==> config.mk <==
export PLATFORM = sky130hd
export DESIGN_NAME = mw_eeprom
export DESIGN_NICKNAME = d
export VERILOG_FILES = /design/src/rtl/mw_eeprom_pkg.sv /design/src/rtl/mw_ctrl.sv /design/src/rtl/mw_datapath.sv /design/src/rtl/mw_eeprom.sv
export SDC_FILE = /design/constraint.sdc
export NUM_CORES = 2
export LEC_CHECK = 0
export BUFFER_PORTS_ARGS = -buffer_cell sky130_fd_sc_hd__buf_2
export CELL_PAD_IN_SITES_DETAIL_PLACEMENT = 0
export CELL_PAD_IN_SITES_GLOBAL_PLACEMENT = 2
export CORE_ASPECT_RATIO = 0.9
export CORE_MARGIN = 2
export CORE_UTILIZATION = 40
export DETAILED_ROUTE_END_ITERATION = 10
export PLACE_DENSITY = 0.84
export SYNTH_ARGS = -nofsm -noshare
export SYNTH_HDL_FRONTEND = slang
export SYNTH_SLANG_ARGS = --single-unit
==> constraint.sdc <==
create_clock -name clk -period 2.92 [get_ports clk]
set_input_delay 0 -clock clk [delete_from_list [all_inputs] [get_ports clk]]
set_output_delay 0 -clock clk [all_outputs]
set_load 0.02 [all_outputs]
==> src/rtl/mw_eeprom_pkg.sv <==
package mw_eeprom_pkg;

  typedef enum logic [1:0] {
    OP_WRITE = 2'd0,
    OP_ERASE = 2'd1,
    OP_WRALL = 2'd2,
    OP_ERALL = 2'd3
  } mod_op_e;

  typedef enum logic [3:0] {
    ST_IDLE,
    ST_OPC,
    ST_ADR,
    ST_DEC,
    ST_DAT,
    ST_ARM,
    ST_BUSY,
    ST_RD,
    ST_SKIP
  } ctrl_state_e;

  typedef struct packed {
    logic    shiftIn;
    logic    latchAddr;
    logic    loadRead;
    logic    shiftOut;
    logic    commit;
    mod_op_e op;
    logic    showBusy;
    logic    showRead;
  } dp_strobe_t;

endpackage

==> src/rtl/mw_ctrl.sv <==
module mw_ctrl
  import mw_eeprom_pkg::*;
#(
  parameter int ADDR_W     = 6,
  parameter int DATA_W     = 16,
  parameter int CYCLE_CLKS = 2000
) (
  input  logic       clk,
  input  logic       rst_n,
  input  logic       csS,
  input  logic       skRise,
  input  logic       diS,
  input  logic [1:0] addrTop,
  output dp_strobe_t stb,
  output logic       busy,
  output logic       wen
);

  localparam int MAXW = (DATA_W > ADDR_W) ? DATA_W : ADDR_W;
  localparam int CW   = $clog2(MAXW + 1);
  localparam int TW   = $clog2(CYCLE_CLKS + 1);

  ctrl_state_e     state;
  logic [1:0]      opc;
  logic [CW-1:0]   cnt;
  logic [TW-1:0]   timer;
  mod_op_e         pend;

  assign busy = (state == ST_BUSY);

  always_comb begin
    stb           = '0;
    stb.op        = pend;
    stb.shiftIn   = csS && skRise && (state == ST_ADR || state == ST_DAT);
    stb.latchAddr = (state == ST_DEC);
    stb.loadRead  = (state == ST_DEC) && (opc == 2'b10);
    stb.shiftOut  = (state == ST_RD) && csS && skRise && (cnt != CW'(DATA_W));
    stb.commit    = (state == ST_BUSY) && (timer == '0);
    stb.showBusy  = (state == ST_BUSY);
    stb.showRead  = (state == ST_RD);
  end

  always_ff @(posedge clk or negedge rst_n) begin
    if (!rst_n) begin
      state <= ST_IDLE;
      opc   <= '0;
      cnt   <= '0;
      timer <= '0;
      pend  <= OP_WRITE;
      wen   <= 1'b0;
    end else begin
      case (state)
        ST_IDLE: begin
          if (csS && skRise && diS) begin
            state <= ST_OPC;
            cnt   <= '0;
          end
        end
        ST_OPC: begin
          if (!csS) state <= ST_IDLE;
          else if (skRise) begin
            opc <= {opc[0], diS};
            if (cnt == CW'(1)) begin
              state <= ST_ADR;
              cnt   <= '0;
            end else cnt <= cnt + 1'b1;
          end
        end
        ST_ADR: begin
          if (!csS) state <= ST_IDLE;
          else if (skRise) begin
            if (cnt == CW'(ADDR_W - 1)) state <= ST_DEC;
            else cnt <= cnt + 1'b1;
          end
        end
        ST_DEC: begin
          cnt <= '0;
          case (opc)
            2'b10: state <= ST_RD;
            2'b01: begin
              pend  <= OP_WRITE;
              state <= wen ? ST_DAT : ST_SKIP;
            end
            2'b11: begin
              pend  <= OP_ERASE;
              state <= wen ? ST_ARM : ST_SKIP;
            end
            default: begin
              case (addrTop)
                2'b10: begin
                  pend  <= OP_ERALL;
                  state <= wen ? ST_ARM : ST_SKIP;
                end
                2'b01: begin
                  pend  <= OP_WRALL;
                  state <= wen ? ST_DAT : ST_SKIP;
                end
                2'b11: begin
                  wen   <= 1'b1;
                  state <= ST_SKIP;
                end
                default: begin
                  wen   <= 1'b0;
                  state <= ST_SKIP;
                end
              endcase
            end
          endcase
        end
        ST_DAT: begin
          if (!csS) state <= ST_IDLE;
          else if (skRise) begin
            if (cnt == CW'(DATA_W - 1)) state <= ST_ARM;
            else cnt <= cnt + 1'b1;
          end
        end
        ST_ARM: begin
          // select low takes priority over a simultaneous clock rise
          if (!csS) begin
            state <= ST_BUSY;
            timer <= TW'(CYCLE_CLKS - 1);
          end else if (skRise) state <= ST_SKIP;
        end
        ST_BUSY: begin
          if (timer == '0) state <= ST_IDLE;
          else timer <= timer - 1'b1;
        end
        ST_RD: begin
          if (!csS) state <= ST_IDLE;
          else if (skRise) begin
            if (cnt == CW'(DATA_W)) state <= ST_SKIP;
            else cnt <= cnt + 1'b1;
          end
        end
        ST_SKIP: begin
          if (!csS) state <= ST_IDLE;
        end
        default: state <= ST_IDLE;
      endcase
    end
  end

endmodule

==> src/rtl/mw_datapath.sv <==
module mw_datapath
  import mw_eeprom_pkg::*;
#(
  parameter int ADDR_W = 6,
  parameter int DATA_W = 16
) (
  input  logic             clk,
  input  logic             rst_n,
  input  logic             diS,
  input  dp_strobe_t       stb,
  output logic [1:0]       addrTop,
  output logic             dout
);

  localparam int DEPTH = 1 << ADDR_W;
  localparam int SRW   = ADDR_W + DATA_W;

  logic [SRW-1:0]    inSr;
  logic [ADDR_W-1:0] addrQ;
  logic [DATA_W-1:0] rdSr;
  logic              rdBit;
  logic [DATA_W-1:0] mem [DEPTH];

  assign addrTop = inSr[ADDR_W-1 -: 2];

  always_ff @(posedge clk or negedge rst_n) begin
    if (!rst_n) begin
      inSr  <= '0;
      addrQ <= '0;
      rdSr  <= '0;
      rdBit <= 1'b0;
    end else begin
      if (stb.shiftIn)   inSr  <= {inSr[SRW-2:0], diS};
      if (stb.latchAddr) addrQ <= inSr[ADDR_W-1:0];
      if (stb.loadRead) begin
        rdSr  <= mem[inSr[ADDR_W-1:0]];
        rdBit <= 1'b0;
      end else if (stb.shiftOut) begin
        rdBit <= rdSr[DATA_W-1];
        rdSr  <= {rdSr[DATA_W-2:0], 1'b0};
      end
    end
  end

  always_ff @(posedge clk or negedge rst_n) begin
    if (!rst_n) begin
      for (int i = 0; i < DEPTH; i++) mem[i] <= '1;
    end else if (stb.commit) begin
      for (int i = 0; i < DEPTH; i++) begin
        unique case (stb.op)
          OP_WRITE: if (addrQ == ADDR_W'(i)) mem[i] <= inSr[DATA_W-1:0];
          OP_ERASE: if (addrQ == ADDR_W'(i)) mem[i] <= '1;
          OP_WRALL: mem[i] <= inSr[DATA_W-1:0];
          OP_ERALL: mem[i] <= '1;
        endcase
      end
    end
  end

  assign dout = stb.showBusy ? 1'b0 : (stb.showRead ? rdBit : 1'b1);

endmodule

==> src/rtl/mw_eeprom.sv <==
module mw_eeprom
  import mw_eeprom_pkg::*;
#(
  parameter int ADDR_W      = 6,
  parameter int DATA_W      = 16,
  parameter int CYCLE_CLKS  = 2000,
  parameter int SYNC_STAGES = 2
) (
  input  logic clk,
  input  logic rst_n,
  input  logic cs,
  input  logic sk,
  input  logic di,
  output logic dout,
  output logic doutEn
);

  logic       csS, skS, diS, skQ, skRise;
  logic       busy, wen;
  logic [1:0] addrTop;
  dp_strobe_t stb;

  generate
    if (SYNC_STAGES == 0) begin : g_nosync
      assign csS = cs;
      assign skS = sk;
      assign diS = di;
    end else begin : g_sync
      logic [SYNC_STAGES-1:0] csP, skP, diP;
      always_ff @(posedge clk or negedge rst_n) begin
        if (!rst_n) begin
          csP <= '0;
          skP <= '0;
          diP <= '0;
        end else begin
          csP <= {csP[SYNC_STAGES-2 >= 0 ? SYNC_STAGES-2 : 0 : 0], cs} >> ((SYNC_STAGES == 1) ? 1 : 0);
          skP <= {skP[SYNC_STAGES-2 >= 0 ? SYNC_STAGES-2 : 0 : 0], sk} >> ((SYNC_STAGES == 1) ? 1 : 0);
          diP <= {diP[SYNC_STAGES-2 >= 0 ? SYNC_STAGES-2 : 0 : 0], di} >> ((SYNC_STAGES == 1) ? 1 : 0);
        end
      end
      assign csS = csP[SYNC_STAGES-1];
      assign skS = skP[SYNC_STAGES-1];
      assign diS = diP[SYNC_STAGES-1];
    end
  endgenerate

  always_ff @(posedge clk or negedge rst_n) begin
    if (!rst_n) skQ <= 1'b0;
    else        skQ <= skS;
  end
  assign skRise = skS & ~skQ;

  mw_ctrl #(
    .ADDR_W    (ADDR_W),
    .DATA_W    (DATA_W),
    .CYCLE_CLKS(CYCLE_CLKS)
  ) u_ctrl (
    .clk    (clk),
    .rst_n  (rst_n),
    .csS    (csS),
    .skRise (skRise),
    .diS    (diS),
    .addrTop(addrTop),
    .stb    (stb),
    .busy   (busy),
    .wen    (wen)
  );

  mw_datapath #(
    .ADDR_W(ADDR_W),
    .DATA_W(DATA_W)
  ) u_dp (
    .clk    (clk),
    .rst_n  (rst_n),
    .diS    (diS),
    .stb    (stb),
    .addrTop(addrTop),
    .dout   (dout)
  );

  assign doutEn = csS;

endmodule

==> results_dict.tcl <==
set metrics [dict create \
    die_h_microns 339.2 \
    viasPerCell 5.477 \
    path_class "flop to flop" \
    synth_warnings 0 \
    dp_slack_ns -0.03686 \
    vias 34090 \
    rows 122 \
    drt_pass1_iterations 5 \
    cts_made_buffers 116 \
    fin_crit_sh 0.9856 \
    avgSynthCellArea_sq_um 10.97 \
    antenna_found_initial 2 \
    cts_sinks 1095 \
    min-delay-path-class "input pin to async pin" \
    die_area_sq_um 127700 \
    end_kind "flop" \
    vdd_drop_max_mv 0.4575 \
    final_nets 4529 \
    clk-insertion-delay-late_ns 0.74 \
    min_period_ns 2.878 \
    wl_per_cell_microns 22.87 \
    syn_nets 4568 \
    htree_levels 3 \
    post-place-cells 5992 \
    rrSetupSlack_ns 0.04 \
    startpoint_type "flop" \
    final_cells 6223 \
    finalSetupTns_ns 0 \
    start_util 0.4045 \
    final_hold_viol_count 0 \
    fmax_mhz 347.5 \
    drc 0 \
    grt_usage 0.2249 \
    worstPathMaxFanout 21 \
    place_congestion 0.8910 \
    worst_ep_required_time_ns 3.50 \
    cts.path.max_buffers 3 \
    drt_iter0_markers 2468 \
    synth.distinct_cells 66 \
    hpwl_microns 91040 \
    drtAntennaViolNets 0 \
    slew_violations 0 \
    grt_pass1_vias 33670 \
    setup_violations 0 \
    synth-edff-count 0 \
    port_buffers 6 \
    synth_area_sq_um 49950 \
    grt_max_degree 112 \
    run_status "completed" \
    synth_seq_cells 1095 \
    cts_tree "built" \
    synthFlopType "dfstp_2" \
    layout-drive-gt1-share 0.3978 \
    p_per_area_nw_per_um2 671.2 \
    area_growth_pct 13.77 \
    design.core.area_sq_um 123500 \
    cp.arrival_ns 3.45 \
    wirelength_microns 142300 \
    worst_pin_slew_ns 1.022 \
    fp.dieW_microns 376.5 \
    async_reset_ff_frac 1.000 \
    ios 7 \
    yosysSeqAreaShare 0.5742 \
    grt_overflow_total 0 \
    relSlewSlack 0.3169 \
    power.total_w 0.03814 \
    cellLeakagePower_nw 20.13 \
    maxCapViolations 0 \
    path_clk_slew_ns 0.07 \
    grt_first_pass_wirelength_microns 220000 \
    syn-instance-count 4554 \
    fin_ws_ns 0.04207 \
    clock_skew_ns 0.02561 \
    ctsRootBufferMaster "clkbuf_16" \
]
==> timing repair <==
| item | 4_1_cts | 5_1_grt |
|---|---|---|
| endpoints found under the setup margin | 1 | 38 |
| buffers inserted | 0 | 8 |
| pin swaps | 0 | 1 |
| hold buffers | 8 | 0 |
| gates resized for setup | 1 | 30 |
| hold endpoints to repair | 209 | 0 |
| gates cloned | 0 | 1 |
==> logic make-up after synthesis <==
kind of cell | share of synthesized area
buffers and inverters | 0.03702
AOI/OAI and AO/OA | 0.1332
adders and majority gates | 0.002254
xor gates and xnor gates | 0.0007013
DFF | 0.5742
muxes | 0.1364
and+or+nand+nor | 0.1162
==> cells in the final DEF, fill, tap and decap left out, types with 9 or more instances in the layout <==
cell	count
nor2_4	16
clkinv_2	26
clkbuf_1	24
dfstp_2	1024
mux4_2	258
mux2_2	42
a211oi_1	11
nand2b_1	10
a21oi_1	16
nand2_1	1143
inv_1	17
o21ai_0	988
dfrtp_1	66
o21ai_1	70
ha_1	9
nand4_1	23
a21o_1	38
nor2b_1	28
a31oi_1	10
buf_12	46
nor4_1	9
o21ai_2	31
nor2_1	61
clkbuf_16	120
nor3_1	21
nand3_1	34
mux2i_1	53
buf_4	199
clkbuf_8	25
o22ai_1	24
==> cells in the mapped netlist (all sizes together), types with 9 or more instances <==
master,n,share of area
o21ai,1089,0.11
a31oi,10,0.0013
a21o,38,0.0057
o22ai,25,0.0031
ha,9,0.0023
nor2,77,0.0058
nor3,21,0.0021
nand2b,10,0.0013
mux2,42,0.0095
nand4,23,0.0029
dfstp,1024,0.54
mux4,258,0.12
clkbuf,284,0.022
a211oi,11,0.0017
nor4,10,0.0014
buf,137,0.014
nor2b,28,0.0035
nand2,1143,0.086
inv,18,0.0014
nand3,34,0.0034
dfrtp,71,0.036
mux2i,53,0.011
a21oi,17,0.0018
and2,9,0.0011
==> stage by stage <==
stage	utilization	instance area, sq um	hold WS, ns
floorplan	-	49950	-0.2956
global placement	0.4276	52810	0.009630
finish	0.4602	56830	0.1793
detailed placement	0.4276	52810	0.01175
global route	0.4601	56820	0.2039
CTS	0.4593	56720	0.1539
==> where the power goes <==
group          switching [W]  internal (W)  total [W]  leakage (nW)
registers           0.000311        0.0154     0.0157          11.5
clock network        0.00626       0.00868     0.0149          1.90
logic                0.00481       0.00264    0.00745          6.73
total                 0.0114        0.0268     0.0381          20.1
==> final cells by class <==
cell class	count	area, sq um
Multi-Input combinational cell	3020	19600
Timing Repair Buffer	264	2609
Antenna cell	3	7.507
Clock inverter	43	422.9
Sequential cell	1095	28690
Tap cell	1612	2017
Inverter	18	70.07
Fill cell	11420	66660
Clock buffer	168	3412
==> sequential cells by signal (all words and copies together), names as in the netlist, 2 cells and up <==
name          cells
u_dp.addrQ        6
u_dp.inSr        16
u_ctrl.cnt        5
g_sync.diP        2
u_ctrl.state      4
g_sync.csP        2
u_ctrl.opc        2
u_ctrl.timer     11
u_dp.rdSr        16
u_dp.mem       1024
g_sync.skP        2
u_ctrl.pend       2
==> final timing paths <==
path | end | cells after the start | from
setup reg to reg | u_dp.rdSr[9]$_DFFE_PN0P_ | 6 | u_dp.inSr[0]$_DFFE_PN0P_
setup / recovery | u_dp.rdSr[9]$_DFFE_PN0P_ | 6 | u_dp.inSr[0]$_DFFE_PN0P_
hold / removal | u_dp.mem[915]$_DFFE_PN1P_ | 2 | rst_n
max in group asynchronous | u_dp.mem[577]$_DFFE_PN1P_ | 4 | rst_n
min in group clk | g_sync.skP[1]$_DFF_PN0_ | 0 | g_sync.skP[0]$_DFF_PN0_
hold reg to reg | g_sync.skP[1]$_DFF_PN0_ | 0 | g_sync.skP[0]$_DFF_PN0_
==> metal layers <==
metal  global-route usage  wire length [microns]  share of wire  up-vias
li1                     -                      -              -    15850
met1               0.3355                  68250           0.48    17310
met2               0.3406                  63790           0.45      705
met3              0.03582                   6600          0.046      222
met4              0.06033                   3684          0.026        0
met5                    0                      0              0        -
==> worst max-delay path, stage by stage (launching register included) <==
cell and delay, ns:
dfrtp_4 0.56, buf_12 0.23, buf_12 0.24, mux4_2 0.51, mux4_2 0.52, a22oi_1 0.43, nand4_1 0.18
No activity file was read; power rests on OpenSTA's default activity.
